<file path="config.mk">
export PLATFORM = sky130hd
export DESIGN_NAME = flash_win_decode
export DESIGN_NICKNAME = d
export VERILOG_FILES = /design/src/rtl/flash_win_pkg.sv /design/src/rtl/flash_seg_regs.sv /design/src/rtl/flash_win_match.sv /design/src/rtl/flash_win_pick.sv /design/src/rtl/flash_win_decode.sv
export SDC_FILE = /design/constraint.sdc
export NUM_CORES = 1
export LEC_CHECK = 0
export BUFFER_PORTS_ARGS = -buffer_cell sky130_fd_sc_hd__clkbuf_2
export CELL_PAD_IN_SITES_DETAIL_PLACEMENT = 2
export CELL_PAD_IN_SITES_GLOBAL_PLACEMENT = 2
export CORE_ASPECT_RATIO = 1.25
export CORE_MARGIN = 1
export CORE_UTILIZATION = 35
export CTS_BUF_LIST = sky130_fd_sc_hd__clkbuf_16
export CTS_CLUSTER_SIZE = 14
export DETAILED_ROUTE_END_ITERATION = 10
export PLACE_DENSITY = 0.87
export SYNTH_ARGS = -nofsm -noshare
export SYNTH_HDL_FRONTEND = slang
export SYNTH_SLANG_ARGS = --single-unit
</file>
<file path="constraint.sdc">
create_clock -name clk -period 8.6 [get_ports clk]
set_input_delay 1.29 -clock clk [delete_from_list [all_inputs] [get_ports clk]]
set_output_delay 1.29 -clock clk [all_outputs]
set_load 0.05 [all_outputs]
</file>
<file path="src/rtl/flash_win_pkg.sv">
package flash_win_pkg;

    localparam int SEG_W = 8;
    localparam int REG_W = 32;

    // hi = exclusive window end, lo = inclusive window start, both in 8 MB units
    typedef struct packed {
        logic [SEG_W-1:0] hi;
        logic [SEG_W-1:0] lo;
    } seg_t;

    function automatic logic [REG_W-1:0] seg_pack(seg_t s);
        return {s.hi, s.lo, 16'h0000};
    endfunction

    function automatic seg_t seg_unpack(logic [REG_W-1:0] w);
        seg_t s;
        s.hi = w[31:24];
        s.lo = w[23:16];
        return s;
    endfunction

endpackage

</file>
<file path="src/rtl/flash_seg_regs.sv">
module flash_seg_regs
    import flash_win_pkg::*;
#(
    parameter int NUM_CS    = 3,
    parameter int SEL_W     = 3,
    parameter int DEF_UNITS = 4
) (
    input  logic                  clk,
    input  logic                  rst_n,
    input  logic                  reg_we,
    input  logic [SEL_W-1:0]      reg_sel,
    input  logic [REG_W-1:0]      reg_wdata,
    output logic [REG_W-1:0]      reg_rdata,
    output seg_t [NUM_CS-1:0]     segs_o
);

    typedef struct packed {
        seg_t [NUM_CS-1:0] seg;
    } bank_t;

    bank_t bank_d, bank_q;

    function automatic bank_t reset_bank();
        bank_t b;
        for (int i = 0; i < NUM_CS; i++) begin
            b.seg[i].lo = SEG_W'(i * DEF_UNITS);
            b.seg[i].hi = SEG_W'((i + 1) * DEF_UNITS);
        end
        return b;
    endfunction

    always_comb begin
        bank_d    = bank_q;
        reg_rdata = '0;
        for (int i = 0; i < NUM_CS; i++) begin
            if (reg_we && reg_sel == SEL_W'(i)) begin
                bank_d.seg[i] = seg_unpack(reg_wdata);
            end
            if (reg_sel == SEL_W'(i)) begin
                reg_rdata = seg_pack(bank_q.seg[i]);
            end
        end
    end

    always_ff @(posedge clk or negedge rst_n) begin
        if (!rst_n) begin
            bank_q <= reset_bank();
        end else begin
            bank_q <= bank_d;
        end
    end

    assign segs_o = bank_q.seg;


    stray_write_chk: assert property (@(posedge clk) disable iff (!rst_n)
        (reg_we && reg_sel >= SEL_W'(NUM_CS)) |=> $stable(segs_o));

    for (genvar g = 0; g < NUM_CS; g++) begin : g_wr_chk

        write_lands_chk: assert property (@(posedge clk) disable iff (!rst_n)
            (reg_we && reg_sel == SEL_W'(g)) |=> segs_o[g] == seg_unpack($past(reg_wdata)));
    end

endmodule

</file>
<file path="src/rtl/flash_win_match.sv">
module flash_win_match
    import flash_win_pkg::*;
#(
    parameter int NUM_CS    = 3,
    parameter int GRAN_LOG2 = 23,
    localparam int ADDR_W   = GRAN_LOG2 + SEG_W
) (
    input  seg_t [NUM_CS-1:0]  segs_i,
    input  logic [ADDR_W-1:0]  addr_i,
    output logic [NUM_CS-1:0]  open_o,
    output logic [NUM_CS-1:0]  hit_o
);

    logic [SEG_W-1:0] unit;
    assign unit = addr_i[ADDR_W-1:GRAN_LOG2];

    for (genvar g = 0; g < NUM_CS; g++) begin : g_cmp
        assign open_o[g] = segs_i[g].lo < segs_i[g].hi;
        assign hit_o[g]  = open_o[g] && (unit >= segs_i[g].lo) && (unit < segs_i[g].hi);
    end

endmodule

</file>
<file path="src/rtl/flash_win_pick.sv">
module flash_win_pick
    import flash_win_pkg::*;
#(
    parameter int NUM_CS    = 3,
    parameter int GRAN_LOG2 = 23,
    localparam int ADDR_W   = GRAN_LOG2 + SEG_W
) (
    input  seg_t [NUM_CS-1:0]  segs_i,
    input  logic [NUM_CS-1:0]  hit_i,
    input  logic [ADDR_W-1:0]  addr_i,
    output logic [NUM_CS-1:0]  cs_o,
    output logic [ADDR_W-1:0]  off_o,
    output logic               miss_o
);

    logic             found;
    logic [SEG_W-1:0] base;

    always_comb begin
        cs_o  = '0;
        base  = '0;
        found = 1'b0;
        for (int i = 0; i < NUM_CS; i++) begin
            if (hit_i[i] && !found) begin
                found   = 1'b1;
                cs_o[i] = 1'b1;
                base    = segs_i[i].lo;
            end
        end
        miss_o = !found;
        off_o  = addr_i - {base, {GRAN_LOG2{1'b0}}};
    end

endmodule

</file>
<file path="src/rtl/flash_win_decode.sv">
module flash_win_decode
    import flash_win_pkg::*;
#(
    parameter int NUM_CS    = 3,
    parameter int SEL_W     = 3,
    parameter int GRAN_LOG2 = 23,
    parameter int DEF_UNITS = 4,
    localparam int ADDR_W   = GRAN_LOG2 + SEG_W
) (
    input  logic               clk,
    input  logic               rst_n,
    input  logic               reg_we,
    input  logic [SEL_W-1:0]   reg_sel,
    input  logic [REG_W-1:0]   reg_wdata,
    output logic [REG_W-1:0]   reg_rdata,
    input  logic               req_valid,
    input  logic [ADDR_W-1:0]  req_addr,
    output logic               rsp_valid,
    output logic [NUM_CS-1:0]  rsp_cs,
    output logic [ADDR_W-1:0]  rsp_offset,
    output logic               rsp_err
);

    typedef struct packed {
        logic              valid;
        logic              err;
        logic [NUM_CS-1:0] cs;
        logic [ADDR_W-1:0] off;
    } rsp_t;

    rsp_t rsp_d, rsp_q;

    logic [NUM_CS-1:0] pick_cs;
    logic [ADDR_W-1:0] pick_off;
    logic              pick_miss;

    if (NUM_CS > 1) begin : g_multi
        seg_t [NUM_CS-1:0] segs;
        logic [NUM_CS-1:0] open_w;
        logic [NUM_CS-1:0] hit_w;

        flash_seg_regs #(
            .NUM_CS(NUM_CS), .SEL_W(SEL_W), .DEF_UNITS(DEF_UNITS)
        ) u_regs (
            .clk(clk), .rst_n(rst_n), .reg_we(reg_we), .reg_sel(reg_sel),
            .reg_wdata(reg_wdata), .reg_rdata(reg_rdata), .segs_o(segs)
        );

        flash_win_match #(.NUM_CS(NUM_CS), .GRAN_LOG2(GRAN_LOG2)) u_match (
            .segs_i(segs), .addr_i(req_addr), .open_o(open_w), .hit_o(hit_w)
        );

        flash_win_pick #(.NUM_CS(NUM_CS), .GRAN_LOG2(GRAN_LOG2)) u_pick (
            .segs_i(segs), .hit_i(hit_w), .addr_i(req_addr),
            .cs_o(pick_cs), .off_o(pick_off), .miss_o(pick_miss)
        );

        for (genvar g = 0; g < NUM_CS; g++) begin : g_closed_chk

            closed_never_chk: assert property (@(posedge clk) disable iff (!rst_n)
                rsp_cs[g] |-> $past(open_w[g]));
        end
    end else begin : g_single
        logic unused_regs;
        assign unused_regs = ^{reg_we, reg_sel, reg_wdata};
        assign reg_rdata   = '0;
        assign pick_cs     = NUM_CS'(1);
        assign pick_off    = req_addr;
        assign pick_miss   = 1'b0;
    end

    always_comb begin
        rsp_d = '0;
        if (req_valid) begin
            rsp_d.valid = 1'b1;
            if (pick_miss) begin
                rsp_d.err = 1'b1;
            end else begin
                rsp_d.cs  = pick_cs;
                rsp_d.off = pick_off;
            end
        end
    end

    always_ff @(posedge clk or negedge rst_n) begin
        if (!rst_n) begin
            rsp_q <= '0;
        end else begin
            rsp_q <= rsp_d;
        end
    end

    assign rsp_valid  = rsp_q.valid;
    assign rsp_err    = rsp_q.err;
    assign rsp_cs     = rsp_q.cs;
    assign rsp_offset = rsp_q.off;


    onehot_cs_chk: assert property (@(posedge clk) disable iff (!rst_n)
        $onehot0(rsp_cs));


    miss_clears_cs_chk: assert property (@(posedge clk) disable iff (!rst_n)
        rsp_err |-> (rsp_cs == '0 && rsp_offset == '0));


    valid_follows_chk: assert property (@(posedge clk) disable iff (!rst_n)
        req_valid |=> rsp_valid);


    idle_quiet_chk: assert property (@(posedge clk) disable iff (!rst_n)
        !req_valid |=> (!rsp_valid && rsp_cs == '0 && !rsp_err));

endmodule

</file>
==> impl_metrics.json <==
{
  "ctsHoldBuffers": 0,
  "wl_um": 19500,
  "cts_sinks": 84,
  "vias_per_cell": 5.39,
  "synthMuxAreaShare_pct": 4.20,
  "rsz0062_at_grt": "no",
  "p_per_area_nw_per_um2": 276,
  "final_nets": 824,
  "synth_edf_count": 0,
  "clockBufferDepth": 2,
  "vias": 4815,
  "avgSynthCellArea_um2": 9.26,
  "end_kind": "register",
  "place_congestion": 0.838,
  "fin_util_pct": 42.3,
  "yosys.area.top_type": "dfrtp_1",
  "peakVddDrop_mv": 0.105,
  "crit_top_cell": "ha_1",
  "rr_endpoint": "rsp_offset[29]$_DFF_PN0_",
  "startpoint_type": "primary input",
  "hold_class": "reg -> reg",
  "r2r-start": "g_multi.u_regs.segs_o[15]$_DFFE_PN0P_",
  "start_util_pct": 35.9,
  "clock_latency_ns": 0.35,
  "grt_pass1_wl_um": 30600,
  "cts_made_buffers": 9,
  "yosys.area_share.adder_pct": 17.2,
  "rrSetupSlack_ns": 4.00,
  "p_sw_uw": 814,
  "num_rows": 50,
  "synth-simple-area-share_pct": 16.5,
  "grt_max_degree": 85,
  "critPathKind": "in -> reg",
  "fmaxAchievable_mhz": 194,
  "p_sw_share_pct": 46.2,
  "antenna_found_initial": 0,
  "final_cell_area_um2": 6370,
  "hold-path-endpoint": "g_multi.u_regs.segs_o[18]$_DFFE_PN1P_",
  "clk_pin_slew_ns": 0.07,
  "antenna_cells": 0,
  "power_frac_comb_pct": 46.2,
  "die-area_um2": 16000,
  "crit_arrival_ns": 5.39,
  "async_flop_share_pct": 100,
  "area_growth_pct": 17.6,
  "die_y_um": 141,
  "finalCriticalPeriod_ns": 5.15,
  "path_max_fanout": 21,
  "synthXorXnorAreaFrac_pct": 0.647,
  "cts_resized": 0,
  "p_leak_nw": 3.20,
  "maxCapViolCount": 0,
  "setup_tns_ns": 0,
  "path_buf_inv": 1,
  "drcViolationCount": 0,
  "worst_r2r_path_depth": 15,
  "layout-drive-gt1-share_pct": 21.0,
  "setup_viol": 0,
  "synthTopCellsByArea": "dfrtp_1 36%, ha_1 17%, o21ai_0 6.0%",
  "grt_pass1_vias": 5579,
  "crit_slowest_cell": "nand4_1",
  "dpl-instance-area_um2": 6070,
  "yosys_warnings": 0,
  "cts_root_buf": "clkbuf_16",
  "clkPwrFrac_pct": 22.7,
  "synth_seq_cells": 84,
  "synth_compound_area_share_pct": 14.8,
  "hold_viol": 0,
  "ant_nets": 0,
  "fin_skew_ns": 0.00794,
  "dieWidth_um": 113,
  "worst_path_dominant_cell_family": "compound AO/OA/AOI/OAI gates",
  "hold_start": "g_multi.u_regs.segs_o[18]$_DFFE_PN1P_",
  "ioPinCount": 138,
  "tightest_slew_ns": 1.12,
  "post_cts_buffers": 0,
  "synth_top_family_by_area": "adder cells",
  "slowest_delay_ns": 0.80,
  "intPower_uw": 946,
  "htreeDepth": 3,
  "whs_path_depth": 2,
  "cp_data_required_time_ns": 8.84,
  "status": "finished, final reports clean",
  "synth_top_area_share_pct": 36.0,
  "ys_seq_area_share_pct": 38.9,
  "place_hpwl_um": 13800,
  "tritoncts": "built",
  "min_period_over_period_pct": 59.9,
  "port_buffers": 105,
  "grtUsageTotal_pct": 25.4,
  "avgRoutedWirePerCell_um": 21.8,
  "path_cells": "clkbuf_2, ha_1, o21a_1, o22ai_1, a2111oi_0, nand4_1, o311ai_0, o21ai_1, ha_1, nor2b_1, o21ai_0, nand2b_1, a21o_1, a21oi_1, xnor2_1, and2_1",
  "synthFlopType": "dfrtp_1",
  "slew_violations": 0,
  "power_frac_seq_pct": 31.0,
  "syn-instance-count": 585,
  "core_um2": 15100,
  "drtIter0Drc": 197,
  "netlist_area_um2": 5420,
  "first_pass_iters": 6,
  "gr-total-overflow": 0,
  "relSlewSlack_pct": 25.1,
  "ys_types": 55
}
through the flow:
step           total power [mW]  std cells  setup slack, ns  hold slack [ns]
2_1_floorplan              1.10        600             4.35            0.503
3_3_place_gp               1.27        877             3.34            0.536
3_5_place_dp               1.34        877             3.22            0.564
4_1_cts                    1.78        893             3.35            0.573
5_1_grt                    1.86        893             3.13            0.607
6_report                   1.76        893             3.45            0.572
per-layer routing:
layer / part of all wire [%] / track usage (%)
met5: 0 / 0
met4: 5.2 / 14.9
met2: 56 / 48.9
met3: 3.1 / 4.00
met1: 36 / 25.4
flip-flops by register name, indices dropped and copies added (netlist names):
signal	cells
rsp_cs	3
rsp_err	1
g_multi.u_regs.segs_o	48
rsp_offset	31
rsp_valid	1
worst max path at each step:
stage	startpoint	end	slack, ns	cells after the start
after floorplan	reg_sel[1]	reg_rdata[21]	4.35	6
after global placement	req_addr[30]	rsp_offset[29]$_DFF_PN0_	3.34	17
after detailed placement	req_addr[30]	rsp_offset[29]$_DFF_PN0_	3.22	16
after CTS	req_addr[28]	rsp_offset[29]$_DFF_PN0_	3.35	16
after global routing	req_addr[30]	rsp_offset[29]$_DFF_PN0_	3.13	16
final	req_addr[29]	rsp_offset[29]$_DFF_PN0_	3.45	16
cells in the final DEF (no fill, tap or decap), types with 6 or more instances in the layout:
cell type / synthesis / final
nand4_1: 6 / 6
a21o_1: 7 / 7
nor2_1: 58 / 58
dfrtp_1: 78 / 78
inv_1: 45 / 45
mux2i_1: 16 / 16
nor3b_1: 6 / 6
nor2b_1: 8 / 8
mux2_2: 6 / 6
dfstp_2: 6 / 6
ha_1: 73 / 73
o21ai_0: 65 / 65
and2_1: 27 / 27
nand2_1: 55 / 55
conb_1: 1 / 16
clkbuf_16: 0 / 9
clkbuf_2: 2 / 104
a21oi_1: 24 / 24
cells in the mapped netlist (all sizes together) (2+ instances only):
cell type and count:
dfrtp 78, ha 73, o21ai 68, nor2 58, nand2 55, inv 45
and2 27, a21oi 25, buf 25, mux2i 16, clkbuf 15, nor2b 8
a21o 7, nand4 7, nor3b 7, dfstp 6, mux2 6, o311ai 5
a211oi 4, and3b 4, nor3 4, a2111oi 3, a31oi 3, nand2b 3
nand3 3, o211ai 3, a211o 2, a22oi 2, nand4b 2, o2111ai 2
o21a 2, o22ai 2, xnor2 2, xor2 2
power by group through the flow:
stage	Combinational [mW]	Sequential, mW	Clock (mW)
2_1_floorplan	0.438	0.665	0
3_3_place_gp	0.722	0.544	0
3_5_place_dp	0.783	0.553	0
4_1_cts	0.820	0.547	0.409
5_1_grt	0.881	0.555	0.421
6_report	0.814	0.546	0.400
logic make-up (layout without fill, tap and decap cells):
family          Yosys count  after routing
compound gates          132            132
xor+xnor                  4              4
fa+ha+maj                74             74
buf+inv                  85            170
flops                    84             84
mux                      22             22
other cells               1             16
simple gates            183            183
final cells by class:
class | instances | area (µm²)
Clock buffer | 9 | 225
Clock inverter | 7 | 76.3
Fill cell | 1672 | 8700
Inverter | 45 | 169
Multi-Input combinational cell | 431 | 2970
Sequential cell | 84 | 2110
Tap cell | 208 | 260
Timing Repair Buffer | 109 | 558
worst min-delay path, delay by kind of cell, from the launching register on:
kind	cells	cell delay (ns)
compound gates	1	0.09
flops	1	0.40
buf+inv	1	0.08
No activity file was read; power rests on OpenSTA's default activity.
